<file path="config.mk">
export PLATFORM = sky130hd
export DESIGN_NAME = rtcc_root_check
export DESIGN_NICKNAME = d
export VERILOG_FILES = /design/src/rtl/rtcc_pkg.sv /design/src/rtl/rtcc_half_sel.sv /design/src/rtl/rtcc_geometry.sv /design/src/rtl/rtcc_canon.sv /design/src/rtl/rtcc_root_check.sv
export SDC_FILE = /design/constraint.sdc
export NUM_CORES = 1
export LEC_CHECK = 0
export ABC_AREA = 1
export ABC_CLOCK_PERIOD_IN_PS = 2000
export BUFFER_PORTS_ARGS = -buffer_cell sky130_fd_sc_hd__buf_2
export CORE_ASPECT_RATIO = 0.7
export CORE_MARGIN = 4
export CORE_UTILIZATION = 55
export DETAILED_ROUTE_END_ITERATION = 6
export PLACE_DENSITY = 0.88
export SETUP_SLACK_MARGIN = 0.05
export SLEW_MARGIN = 10
export SYNTH_ARGS = -nofsm -noshare
export SYNTH_HDL_FRONTEND = slang
export SYNTH_HIERARCHICAL = 1
export SYNTH_SLANG_ARGS = --single-unit
</file>
<file path="constraint.sdc">
create_clock -name clk -period 2 [get_ports clk]
set_input_delay 0 -clock clk [delete_from_list [all_inputs] [get_ports clk]]
set_output_delay 0 -clock clk [all_outputs]
set_load 0.01 [all_outputs]
</file>
<file path="src/rtl/rtcc_pkg.sv">
package rtcc_pkg;

  localparam int WBITS = 7;

  typedef enum logic [1:0] {
    GRAN_4K   = 2'd0,
    GRAN_16K  = 2'd1,
    GRAN_64K  = 2'd2,
    GRAN_RSVD = 2'd3
  } gran_e;

  typedef enum logic [1:0] {
    FLT_NONE = 2'd0,
    FLT_SIZE = 2'd1,
    FLT_CFG  = 2'd2
  } fault_e;

  typedef struct packed {
    gran_e              gran;
    logic [WBITS-1:0]   width;
    logic               tbi;
    logic               tbi_fetch;
  } half_cfg_t;

  typedef struct packed {
    logic [4:0] shift;
    logic [1:0] start_level;
    logic [5:0] span;
    logic [5:0] root_bits;
  } geom_t;

  function automatic logic [4:0] gran_shift(gran_e g);
    case (g)
      GRAN_4K:  return 5'd12;
      GRAN_16K: return 5'd14;
      GRAN_64K: return 5'd16;
      default:  return 5'd0;
    endcase
  endfunction

endpackage

</file>
<file path="src/rtl/rtcc_half_sel.sv">
module rtcc_half_sel
  import rtcc_pkg::*;
#(
  parameter int VA_W = 64
) (
  input  logic            sel,
  input  logic [VA_W-1:0] lo_base,
  input  logic [VA_W-1:0] hi_base,
  input  half_cfg_t       lo_cfg,
  input  half_cfg_t       hi_cfg,
  output logic            use_hi,
  output logic [VA_W-1:0] base,
  output half_cfg_t       cfg
);

  always_comb begin
    use_hi = sel;
    if (sel) begin
      base = hi_base;
      cfg  = hi_cfg;
    end else begin
      base = lo_base;
      cfg  = lo_cfg;
    end
  end

endmodule

</file>
<file path="src/rtl/rtcc_geometry.sv">
module rtcc_geometry
  import rtcc_pkg::*;
#(
  parameter int MIN_BITS   = 25,
  parameter int MAX_BITS   = 48,
  parameter int MAX_LEVELS = 4
) (
  input  gran_e            gran,
  input  logic [WBITS-1:0] width,
  output geom_t            geom,
  output fault_e           fault
);

  logic [4:0]       shift;
  logic [WBITS-1:0] levels;
  logic [5:0]       span_w;
  logic [5:0]       rbits_w;
  logic             width_bad;
  logic             levels_bad;

  always_comb begin
    shift = gran_shift(gran);
    case (gran)
      GRAN_4K:  levels = (width - WBITS'(1)) / WBITS'(12);
      GRAN_16K: levels = (width - WBITS'(1)) / WBITS'(14);
      GRAN_64K: levels = (width - WBITS'(1)) / WBITS'(16);
      default:  levels = '0;
    endcase
    span_w  = 6'(shift) + (6'(shift) - 6'd3) * (6'(levels) - 6'd1);
    rbits_w = 6'(width) - span_w;

    width_bad  = (width < WBITS'(MIN_BITS)) || (width > WBITS'(MAX_BITS));
    levels_bad = (levels == '0) || (levels > WBITS'(MAX_LEVELS));

    if (gran == GRAN_RSVD)  fault = FLT_CFG;
    else if (width_bad)     fault = FLT_SIZE;
    else if (levels_bad)    fault = FLT_CFG;
    else                    fault = FLT_NONE;

    geom.shift       = shift;
    geom.start_level = 2'(levels - WBITS'(1));
    geom.span        = span_w;
    geom.root_bits   = rbits_w;
  end

endmodule

</file>
<file path="src/rtl/rtcc_canon.sv">
module rtcc_canon
  import rtcc_pkg::*;
#(
  parameter int VA_W     = 64,
  parameter int TOP_BITS = 8
) (
  input  logic [VA_W-1:0]  va,
  input  logic [WBITS-1:0] width,
  input  logic             upper,
  input  logic             tbi,
  input  logic             tbi_fetch,
  input  logic             exec,
  output logic [VA_W-1:0]  in_range,
  output logic             ok
);

  localparam int TOP_LSB = VA_W - TOP_BITS;

  logic            skip_top;
  logic [VA_W-1:0] high_m;
  logic [VA_W-1:0] top_m;

  assign skip_top = tbi && (!exec || tbi_fetch);

  for (genvar i = 0; i < VA_W; i++) begin : g_bit
    assign high_m[i] = (i >= int'(width));
    if (i >= TOP_LSB) begin : g_top
      assign top_m[i] = skip_top;
    end else begin : g_low
      assign top_m[i] = 1'b0;
    end
  end

  always_comb begin
    if (upper) ok = &(va | top_m | ~high_m);
    else       ok = ~|((va & ~top_m) & high_m);
    in_range = va & ~high_m;
  end

endmodule

</file>
<file path="src/rtl/rtcc_root_check.sv">
module rtcc_root_check
  import rtcc_pkg::*;
#(
  parameter int VA_W        = 64,
  parameter int PA_BITS     = 48,
  parameter int SEL_BIT     = 54,
  parameter int MIN_VA_BITS = 25,
  parameter int MAX_VA_BITS = 48,
  parameter int MAX_LEVELS  = 4,
  parameter int TOP_BITS    = 8
) (
  input  logic                clk,
  input  logic                rst_n,
  input  logic                in_valid,
  input  logic [VA_W-1:0]     in_va,
  input  logic                in_exec,
  input  logic [VA_W-1:0]     lo_base,
  input  logic [VA_W-1:0]     hi_base,
  input  logic [1:0]          lo_gran,
  input  logic [1:0]          hi_gran,
  input  logic [WBITS-1:0]    lo_width,
  input  logic [WBITS-1:0]    hi_width,
  input  logic                lo_tbi,
  input  logic                hi_tbi,
  input  logic                lo_tbi_fetch,
  input  logic                hi_tbi_fetch,
  output logic                out_valid,
  output logic                out_use_hi,
  output logic [VA_W-1:0]     out_addr,
  output logic [VA_W-1:0]     out_root,
  output logic [4:0]          out_shift,
  output logic [1:0]          out_start_level,
  output logic [5:0]          out_span,
  output logic [5:0]          out_root_bits,
  output logic [1:0]          out_fault
);

  localparam int ALIGN_PAD = 3;

  half_cfg_t       lo_cfg, hi_cfg, cfg;
  logic            use_hi;
  logic [VA_W-1:0] base;
  geom_t           geom;
  fault_e          geom_fault;
  logic [VA_W-1:0] in_range;
  logic            canon_ok;
  logic [VA_W-1:0] root_aligned;

  fault_e          fault_n;
  logic [VA_W-1:0] addr_n;
  logic [VA_W-1:0] root_n;
  geom_t           geom_n;

  logic            valid_q;
  logic            use_hi_q;
  logic [VA_W-1:0] addr_q;
  logic [VA_W-1:0] root_q;
  geom_t           geom_q;
  fault_e          fault_q;

  assign lo_cfg = '{gran: gran_e'(lo_gran), width: lo_width, tbi: lo_tbi, tbi_fetch: lo_tbi_fetch};
  assign hi_cfg = '{gran: gran_e'(hi_gran), width: hi_width, tbi: hi_tbi, tbi_fetch: hi_tbi_fetch};

  rtcc_half_sel #(.VA_W(VA_W)) u_sel (
    .sel     (in_va[SEL_BIT]),
    .lo_base (lo_base),
    .hi_base (hi_base),
    .lo_cfg  (lo_cfg),
    .hi_cfg  (hi_cfg),
    .use_hi  (use_hi),
    .base    (base),
    .cfg     (cfg)
  );

  rtcc_geometry #(
    .MIN_BITS   (MIN_VA_BITS),
    .MAX_BITS   (MAX_VA_BITS),
    .MAX_LEVELS (MAX_LEVELS)
  ) u_geom (
    .gran  (cfg.gran),
    .width (cfg.width),
    .geom  (geom),
    .fault (geom_fault)
  );

  rtcc_canon #(.VA_W(VA_W), .TOP_BITS(TOP_BITS)) u_canon (
    .va        (in_va),
    .width     (cfg.width),
    .upper     (use_hi),
    .tbi       (cfg.tbi),
    .tbi_fetch (cfg.tbi_fetch),
    .exec      (in_exec),
    .in_range  (in_range),
    .ok        (canon_ok)
  );

  // Root table address: keep bits PA_BITS-1..1, then clear the low
  // (root_bits + 3) bits so the table is aligned to its own size.
  for (genvar i = 0; i < VA_W; i++) begin : g_root
    if (i >= 1 && i < PA_BITS) begin : g_keep
      assign root_aligned[i] = base[i] & ~(i < int'(geom.root_bits) + ALIGN_PAD);
    end else begin : g_drop
      assign root_aligned[i] = 1'b0;
    end
  end

  // Next-state: configuration faults first, then the canonical check.
  always_comb begin
    fault_n = geom_fault;
    if (geom_fault == FLT_NONE && !canon_ok) fault_n = FLT_SIZE;
    if (fault_n == FLT_NONE) begin
      addr_n = in_range;
      root_n = root_aligned;
      geom_n = geom;
    end else begin
      addr_n = '0;
      root_n = '0;
      geom_n = '0;
    end
  end

  always_ff @(posedge clk or negedge rst_n) begin
    if (!rst_n) begin
      valid_q  <= 1'b0;
      use_hi_q <= 1'b0;
      addr_q   <= '0;
      root_q   <= '0;
      geom_q   <= '0;
      fault_q  <= FLT_NONE;
    end else begin
      valid_q <= in_valid;
      if (in_valid) begin
        use_hi_q <= use_hi;
        addr_q   <= addr_n;
        root_q   <= root_n;
        geom_q   <= geom_n;
        fault_q  <= fault_n;
      end
    end
  end

  assign out_valid       = valid_q;
  assign out_use_hi      = use_hi_q;
  assign out_addr        = addr_q;
  assign out_root        = root_q;
  assign out_shift       = geom_q.shift;
  assign out_start_level = geom_q.start_level;
  assign out_span        = geom_q.span;
  assign out_root_bits   = geom_q.root_bits;
  assign out_fault       = fault_q;

endmodule

</file>
==> flow_metrics.py, run 1 <==
metrics = {
    "outcome": {
        "outcome": "aborted with a tool error",
        "haltStage": "5_1_grt",
        "tool.error": "[ERROR GRT-0232] Routing congestion too high. Check the congestion heatmap in the GUI.",
    },
    "clock_network": {
        "cts_buffer_depth": 2,
        "cts-htree-levels": 4,
        "cts_buffers": 17,
        "clockRootBuffer": "clkbuf_16",
    },
    "place": {
        "dp_hpwl_um": 29800,
        "dpl_cell_area_um2": 13760,
        "place.gp.congestion": 0.9797,
        "port_buffers": 317,
        "dp.cells": 2249,
    },
    "floorplanning": {
        "num_io_pins": 369,
        "rows": 41,
        "die_w_um": 170.5,
        "start_util_pct": 56.30,
        "die_y_um": 121.7,
    },
    "grt": {
        "grt_usage_pct": 81.40,
        "grt-ovfl-total": 80,
        "grt_start_max_net_pins": 136,
    },
    "logic_synthesis": {
        "syn_inst": 1539,
        "yosys_warnings": 6,
        "syn_avg_cell_area_um2": 6.606,
        "syn_area_um2": 10170,
    },
    "sta": {
        "endpoint_type": "register data pin",
        "grt-worst-endpoint": "out_root[36]$_DFFE_PN0P_/D",
    },
}
-- repair_timing --
item / in CTS
hold endpoints to repair: 207
resized for setup: 94
setup buffers: 30
endpoints found under the setup margin: 131
pin swaps: 56
gates cloned: 12
hold buffers: 106
-- per-layer routing --
| metal | GRT usage [%] | overflow |
|---|---|---|
| met5 | 40.58 | 1 |
| met2 | 93.04 | 24 |
| met4 | 80.85 | 52 |
| met1 | 79.97 | 0 |
| met3 | 74.18 | 3 |
-- metrics by stage --
step,worst slack [ps],setup TNS [ps]
floorplan,-4848,-397700
global placement,-5061,-448470
detailed placement,-5376,-475950
CTS,-4699,-379670
==> run 2, diff against run 1 <==
--- a/config.mk
+++ b/config.mk
@@ -8,12 +8,10 @@
 export ABC_AREA = 1
 export ABC_CLOCK_PERIOD_IN_PS = 2000
 export BUFFER_PORTS_ARGS = -buffer_cell sky130_fd_sc_hd__buf_2
-export CORE_ASPECT_RATIO = 0.7
 export CORE_MARGIN = 4
-export CORE_UTILIZATION = 55
+export CORE_UTILIZATION = 40
 export DETAILED_ROUTE_END_ITERATION = 6
-export PLACE_DENSITY = 0.88
-export SETUP_SLACK_MARGIN = 0.05
+export PLACE_DENSITY_LB_ADDON = 0.15
 export SLEW_MARGIN = 10
 export SYNTH_ARGS = -nofsm -noshare
 export SYNTH_HDL_FRONTEND = slang
==> flow_metrics.py, run 2 <==
metrics = {
    "outcome": {
        "outcome": "finished, violations left",
        "violations": "design-rule violations, negative setup slack",
    },
    "run": {
        "drv_cap": 0,
    },
    "sta": {
        "finalMaxSlewViolations": 0,
        "hold_violations": 0,
        "finClkSkew_ps": 0,
        "slew-limit-headroom_pct": 57.20,
        "setup_ws_ps": -4684,
        "rsz0062_at_grt": "true",
        "period_needed_ps": 6684,
        "tightest_slew_ps": 635.3,
        "period_share_pct": 334.2,
        "max_freq_ghz": 0.1496,
        "finalSetupViolCount": 131,
    },
    "floorplanning": {
        "start_util_pct": 40.49,
        "die_area_um2": 28030,
        "die_y_um": 167.4,
        "num_io_pins": 369,
        "core_area_um2": 25110,
        "die_w_um": 167.4,
        "rows": 58,
    },
    "routing": {
        "firstDrtPassIters": 7,
        "vias": 12327,
        "detail-route-antenna-nets": 0,
        "routed_via_density": 4.899,
        "routedWlPerCell_um": 16.16,
        "drt_iter0_drc": 878,
        "route.detailed.drc": 4,
        "routed_wl_um": 40660,
    },
    "clock_network": {
        "cts-htree-levels": 4,
        "cts_sinks": 134,
        "cts_buffer_depth": 2,
        "cts_tree": "done",
        "clk_pin_slew_worst_paths_ps": 70,
        "clk_latency_ps": 430,
        "clockRootBuffer": "clkbuf_16",
        "cts_buffers": 17,
    },
    "logic_synthesis": {
        "syn_area_um2": 10170,
        "syn_inst": 1539,
        "syn_avg_cell_area_um2": 6.606,
        "yosys_warnings": 6,
    },
    "cells_and_area": {
        "final_cells": 2516,
        "largest_reg_flops": 64,
        "postLayoutCoreUtil_pct": 65.19,
        "final_common_cell": "nand2_1",
        "multi_input_area_um2": 6513,
        "fin_area_um2": 16370,
        "final_nets": 2426,
        "final_cell_mix": "nand2_1 (558), buf_2 (315), buf_4 (216)",
        "drive_gt1_share_pct": 35.71,
        "fill_cells": 2208,
        "area_delta_synth_final_pct": 61.01,
        "regArea_um2": 3353,
    },
    "grt": {
        "antenna_found_initial": 3,
        "grt_pass1_wl_um": 64460,
        "grt_usage_pct": 28.32,
        "grt_start_max_net_pins": 88,
        "grt-ovfl-total": 0,
        "grt_pass1_vias": 12301,
    },
    "setup_path": {
        "crit_required_ps": 2360,
        "criticalPathCategory": "in2reg",
        "crit_arrival_ps": 7050,
        "cp-end-kind": "flip-flop",
        "crit_slowest_cell": "fa_1",
        "worst-path-max-fanout": 8,
        "start_kind": "input pin",
        "crit_path_max_incr_delay_ps": 520,
        "crit_top_cell": "inv_2",
    },
    "place": {
        "place.gp.congestion": 1.001,
        "dp.cells": 2344,
        "port_buffers": 317,
        "dpl_cell_area_um2": 13850,
        "dp_hpwl_um": 30570,
    },
    "min_path": {
        "hp-class": "in2reg",
    },
}
[run 2: final timing paths]
path / startpoint / to / depth (start not counted) / slack [ps]
max in group asynchronous: rst_n / out_addr[58] / 3 / 1230
max: in_va[54] / out_root[44] / 55 / -4680
max reg2reg: out_addr[16] / out_addr[16] / 1 / 1250
min: hi_base[31] / out_root[31] / 5 / 7
min reg2reg: out_root[46] / out_root[46] / 2 / 470
min in group asynchronous: rst_n / out_addr[43] / 2 / 70
[run 2: area by class of cell]
| class | count | area share [%] |
|---|---|---|
| Tap cell | 330 | 2.523 |
| Multi-Input combinational cell | 1161 | 39.79 |
| Antenna cell | 2 | 0.03058 |
| Timing Repair Buffer | 668 | 28.94 |
| Clock buffer | 18 | 2.622 |
| Sequential cell | 134 | 20.49 |
| Clock inverter | 13 | 1.055 |
| Inverter | 190 | 4.556 |
[run 2: repair_timing]
item / CTS / global route
hold buffers: 115 / 0
gates resized for setup: 63 / 69
pin swaps: 33 / 26
gates cloned: 2 / 2
endpoints found under the setup margin: 131 / 131
hold endpoints to repair: 216 / 0
setup buffers: 14 / 8
[run 2: through the flow]
| step | TNS, ps | hold slack (ps) | setup slack (ps) |
|---|---|---|---|
| finish | -384580 | 6.539 | -4684 |
| global route | -423160 | 18.05 | -5012 |
| CTS | -380320 | 2.416 | -4599 |
| detailed placement | -469250 | -35.53 | -5357 |
| global placement | -447330 | -39.80 | -5132 |
| floorplan | -397700 | -295.6 | -4848 |
[run 2: per-layer routing]
layer / GRT usage [%] / share of wire (%) / wire length [um] / vias up
met2: 47.87 / 48 / 19490 / 411
met4: 9.315 / 3.1 / 1245 / 2
met1: 36.61 / 42 / 17230 / 5786
met5: 0 / 0.032 / 13 / -
met3: 5.430 / 6.6 / 2678 / 76
li1: - / - / - / 6052
[run 2: critical path: cells and delay by family]
family / cells / cell delay, ps
and+or+nand+nor: 24 / 1950
adders and majority gates: 9 / 2880
buffers and inverters: 16 / 1110
AOI/OAI and AO/OA: 3 / 520
xor gates and xnor gates: 3 / 540
Power of run 2 is not shown: default switching activity piles up to over one toggle a cycle in this logic, so the estimate is an artifact.
==> run 3, diff against run 2 <==
--- a/config.mk
+++ b/config.mk
@@ -8,7 +8,7 @@
 export ABC_AREA = 1
 export ABC_CLOCK_PERIOD_IN_PS = 2000
 export BUFFER_PORTS_ARGS = -buffer_cell sky130_fd_sc_hd__buf_2
-export CORE_MARGIN = 4
+export CORE_MARGIN = 8
 export CORE_UTILIZATION = 40
 export DETAILED_ROUTE_END_ITERATION = 6
 export PLACE_DENSITY_LB_ADDON = 0.15
==> flow_metrics.py, run 3 (synthesized netlist as in run 2, its figures left out) <==
metrics = {
    "cells_and_area": {
        "drive_gt1_share_pct": 37.32,
        "largest_reg_flops": 64,
        "final_common_cell": "nand2_1",
        "final_nets": 2455,
        "area_delta_synth_final_pct": 66.82,
        "final_cell_mix": "nand2_1 (563), buf_2 (316), buf_4 (214)",
        "fin_area_um2": 16960,
        "final_cells": 2549,
        "fill_cells": 2114,
    },
    "grt": {
        "grt_pass1_vias": 12284,
        "grt_start_max_net_pins": 136,
        "grt-ovfl-total": 0,
        "grt_usage_pct": 26.68,
        "grt_pass1_wl_um": 65750,
        "antenna_found_initial": 6,
    },
    "routing": {
        "drt_iter0_drc": 849,
        "routedWlPerCell_um": 17.44,
        "routed_via_density": 4.969,
        "detail-route-antenna-nets": 0,
        "route.detailed.drc": 0,
        "vias": 12667,
        "routed_wl_um": 44450,
        "firstDrtPassIters": 5,
    },
    "sta": {
        "hold_slack_ps": 4.058,
        "period_needed_ps": 6857,
        "finClkSkew_ps": 0,
        "tightest_slew_ps": 688.0,
        "rsz0062_at_grt": "true",
        "finalSetupViolCount": 131,
        "finalMaxSlewViolations": 0,
        "period_share_pct": 342.8,
        "max_freq_ghz": 0.1458,
        "slew-limit-headroom_pct": 53.65,
        "hold_violations": 0,
        "setup_ws_ps": -4857,
        "final.setup.tns_ps": -401370,
    },
    "setup_path": {
        "criticalPathCategory": "in2reg",
        "worst-path-max-fanout": 8,
        "r2r-end": "out_addr[11]",
        "crit_path_max_incr_delay_ps": 570,
        "cp-end-kind": "flip-flop",
        "crit_required_ps": 2370,
        "r2r_setup_slack_ps": 1230,
        "rr_worst_depth": 1,
        "crit_arrival_ps": 7230,
        "start_kind": "input pin",
        "crit_slowest_cell": "fa_1",
        "rr_startpoint": "out_addr[11]",
        "crit_top_cell": "inv_2",
    },
    "floorplanning": {
        "die_area_um2": 30770,
        "die_w_um": 175.4,
        "rows": 58,
        "num_io_pins": 369,
        "die_y_um": 175.4,
        "core_area_um2": 25040,
        "start_util_pct": 40.60,
    },
    "power": {
        "swShare_pct": 50.12,
        "p_seq_share_pct": 8.0,
        "p_sw_mw": 20.39,
        "power.density_nw_per_um2": 2399,
        "clkPwrFrac_pct": 8.4,
        "ir_worst_vdd_uv": 3386,
        "internal-power_mw": 20.29,
        "pwr-share-comb_pct": 83.6,
        "p_leak_nw": 9.681,
    },
    "clock_network": {
        "clockRootBuffer": "clkbuf_16",
        "cts_tree": "done",
        "clk_latency_ps": 430,
        "cts-htree-levels": 4,
        "clk_pin_slew_worst_paths_ps": 70,
        "cts_sinks": 134,
        "cts_buffer_depth": 2,
        "cts_buffers": 17,
    },
    "place": {
        "dpl_cell_area_um2": 13990,
        "dp.cells": 2354,
        "dp_hpwl_um": 31400,
        "port_buffers": 317,
        "place.gp.congestion": 0.9346,
    },
    "min_path": {
        "min_from": "in_va[27]",
        "hold_path_depth": 5,
        "hp-class": "in2reg",
        "min_to": "out_addr[27]",
    },
    "outcome": {
        "violations": "negative setup slack",
        "outcome": "finished, violations left",
    },
    "run": {
        "drv_cap": 0,
    },
}
-- run 3: changes by cell type in the layout (fill, tap and decap cells not counted), sizes merged --
cell,previous run,this run
buf,551,569
clkbuf,20,28
clkinv,11,8
clkinvlp,3,5
diode,2,6
dlygate4sd3,115,118
inv,186,187
-- run 3: what timing repair did --
action                     in CTS  in global routing
setup endpoints to repair     131                131
gates cloned                    2                 13
resized for setup              46                127
buffers inserted               15                 17
pin swaps                      27                 78
hold endpoints to repair      215                  0
hold buffers                  118                  0
-- run 3: worst max-delay path by stage --
| stage | to | slack, ps | from | depth (start not counted) |
|---|---|---|---|---|
| 2_1_floorplan | out_root[35] | -4850 | in_va[54] | 54 |
| 3_3_place_gp | out_root[21] | -5140 | in_va[54] | 55 |
| 3_5_place_dp | out_root[28] | -5320 | in_va[54] | 55 |
| 4_1_cts | out_root[13] | -4680 | in_va[54] | 52 |
| 5_1_grt | out_root[33] | -5180 | in_va[54] | 56 |
| 6_report | out_root[32] | -4860 | in_va[54] | 55 |
-- run 3: metrics by stage --
step | total power [mW] | setup slack (ps) | util [%]
after floorplan | 18.46 | -4848 | -
after global placement | 26.75 | -5143 | 55.86
after detailed placement | 27.11 | -5322 | 55.86
after CTS | 35.31 | -4682 | 64.45
after global routing | 43.06 | -5175 | 67.74
final | 40.69 | -4857 | 67.74
-- run 3: layer usage --
metal | global-route usage (%) | vias up | share of wire, % | routed length (um)
met2 | 43.33 | 519 | 47 | 21050
met4 | 11.97 | 0 | 3.3 | 1487
met1 | 33.30 | 5941 | 42 | 18600
met3 | 6.206 | 91 | 7.4 | 3307
li1 | - | 6116 | - | -
met5 | 0 | - | 0 | 0
-- run 3: power groups by stage --
stage	logic [mW]	clock network, mW	registers [mW]
floorplan	14.9	0	3.52
global placement	23.4	0	3.32
detailed placement	23.8	0	3.33
CTS	28.6	3.44	3.28
global route	36.2	3.55	3.30
finish	34.0	3.42	3.27
-- run 3: worst max-delay path: cells and delay by family --
kind | cells | cell delay, ps
fa+ha+maj | 8 | 2660
simple gates | 25 | 2220
buf+inv | 14 | 1030
xor+xnor | 4 | 700
compound gates | 4 | 670
-- run 3: layout make-up --
| class | instances | area, um^2 | share of cell area [%] |
|---|---|---|---|
| Multi-Input combinational cell | 1161 | 6591 | 38.87 |
| Timing Repair Buffer | 697 | 5223 | 30.80 |
| Sequential cell | 134 | 3353 | 19.77 |
| Inverter | 190 | 753.2 | 4.441 |
| Clock buffer | 18 | 439.2 | 2.590 |
| Tap cell | 330 | 412.9 | 2.435 |
| Clock inverter | 13 | 171.4 | 1.011 |
| Antenna cell | 6 | 15.01 | 0.08853 |
(Power assumes the default switching activity.)
==> run 4, diff against run 3 <==
--- a/config.mk
+++ b/config.mk
@@ -11,7 +11,7 @@
 export CORE_MARGIN = 8
 export CORE_UTILIZATION = 40
 export DETAILED_ROUTE_END_ITERATION = 6
-export PLACE_DENSITY_LB_ADDON = 0.15
+export PLACE_DENSITY = 0.66
 export SLEW_MARGIN = 10
 export SYNTH_ARGS = -nofsm -noshare
 export SYNTH_HDL_FRONTEND = slang
==> flow_metrics.py, run 4 (synthesized netlist as in run 2, its figures left out) <==
metrics = {
    "outcome": {
        "outcome": "finished, violations left",
        "violations": "negative setup slack",
    },
    "floorplanning": {
        "start_util_pct": 40.60,
        "rows": 58,
        "core_area_um2": 25040,
        "die_area_um2": 30770,
        "die_y_um": 175.4,
        "num_io_pins": 369,
        "die_w_um": 175.4,
    },
    "sta": {
        "max_freq_ghz": 0.1493,
        "final.setup.tns_ps": -379200,
        "rsz0062_at_grt": "true",
        "finClkSkew_ps": 0,
        "setup_ws_ps": -4697,
        "finalMaxSlewViolations": 0,
        "period_needed_ps": 6697,
        "period_share_pct": 334.9,
        "tightest_slew_ps": 633.3,
        "finalSetupViolCount": 131,
        "hold_violations": 0,
        "slew-limit-headroom_pct": 57.78,
    },
    "routing": {
        "route.detailed.drc": 0,
        "detail-route-antenna-nets": 0,
        "routed_wl_um": 44580,
        "routed_via_density": 5.039,
        "firstDrtPassIters": 6,
        "routedWlPerCell_um": 17.57,
        "drt_iter0_drc": 983,
        "vias": 12790,
    },
    "grt": {
        "grt_start_max_net_pins": 136,
        "grt-ovfl-total": 0,
        "grt_pass1_wl_um": 68790,
        "grt_usage_pct": 27.88,
        "grt_pass1_vias": 13024,
        "antenna_found_initial": 6,
    },
    "cells_and_area": {
        "regArea_um2": 3353,
        "final_nets": 2445,
        "fin_area_um2": 16770,
        "largest_reg_flops": 64,
        "multi_input_area_um2": 6609,
        "final_common_cell": "nand2_1",
        "area_delta_synth_final_pct": 64.96,
        "fill_cells": 2003,
        "final_cell_mix": "nand2_1 (556), buf_2 (315), buf_4 (223)",
        "drive_gt1_share_pct": 37.70,
    },
    "setup_path": {
        "crit_slowest_cell": "fa_1",
        "crit_arrival_ps": 7030,
        "worst-path-max-fanout": 7,
        "cp-end-kind": "flip-flop",
        "crit_required_ps": 2340,
        "crit_path_max_incr_delay_ps": 500,
        "criticalPathCategory": "in2reg",
        "start_kind": "input pin",
    },
    "place": {
        "port_buffers": 317,
        "pre_cts_slack_ps": -5311,
        "dp_hpwl_um": 31290,
        "place.gp.congestion": 0.9649,
        "dpl_cell_area_um2": 13880,
    },
    "clock_network": {
        "clockRootBuffer": "clkbuf_16",
        "cts_tree": "done",
        "cts_buffer_depth": 2,
        "cts-htree-levels": 4,
        "cts_sinks": 134,
        "cts_buffers": 17,
        "clk_latency_ps": 430,
        "clk_pin_slew_worst_paths_ps": 70,
    },
    "run": {
        "drv_cap": 0,
    },
    "min_path": {
        "hp-class": "in2reg",
    },
}
## run 4: changes by cell type in the layout (fill, tap and decap cells not counted), moves of 6 or more
| cell | previous run | this run |
|---|---|---|
| buf_16 | 0 | 6 |
| buf_4 | 214 | 223 |
| clkbuf_16 | 27 | 19 |
| dlygate4sd3_1 | 118 | 109 |
| nand2_1 | 563 | 556 |
## run 4: cell type report
type	count	area share (%)
diodes	4	0.05969
clock buffers	17	2.537
clock inverters	15	0.8133
inverters	190	4.506
multi-input cells	1160	39.41
flip-flops and latches	134	20.00
well taps	330	2.462
repair buffers	688	30.22
## run 4: metal layers
metal  share of wire, %  GRT usage, %  vias up  wire, um
met5              0.047             0        -        21
met4                4.4         13.21        4      1971
met3                7.4         6.077      124      3281
met2                 48         47.58      584     21330
met1                 40         32.90     5988     17980
li1                   -             -     6090         -
## run 4: critical path, delay by kind of cell
family / cells / cell delay, ps
AO/OA/AOI/OAI: 4 / 660
XOR/XNOR: 4 / 670
adder cells (fa/ha/maj): 8 / 2490
buffers and inverters: 15 / 1210
AND/OR/NAND/NOR: 23 / 1970
## run 4: path summary, 6_finish.rpt
check | startpoint | slack, ps | cells after the start | endpoint
min in group asynchronous | rst_n | 110 | 2 | out_root[47]
min | lo_base[40] | 20 | 6 | out_root[40]
max in group asynchronous | rst_n | 1110 | 3 | out_addr[24]
max | in_va[54] | -4700 | 54 | out_root[5]
min reg2reg | out_root[42] | 480 | 2 | out_root[42]
max reg2reg | out_addr[58] | 1220 | 1 | out_addr[58]
## run 4: what timing repair did
action | 4_1_cts | 5_1_grt
setup endpoints to repair | 131 | 131
hold endpoints to repair | 134 | 0
cloned | 8 | 2
hold buffers | 109 | 0
resized for setup | 115 | 74
pin swaps | 51 | 28
setup buffers | 35 | 8
## run 4: stage by stage
stage                     utilization (%)  hold WS [ps]  cells
after floorplan                         -        -295.6   1555
after global placement              55.43         10.07   2348
after detailed placement            55.43         11.23   2348
after CTS                           66.07     0.0007772   2532
after global routing                66.98         14.46   2538
final                               66.98         22.92   2538
Power of run 4 is left out for the same reason.
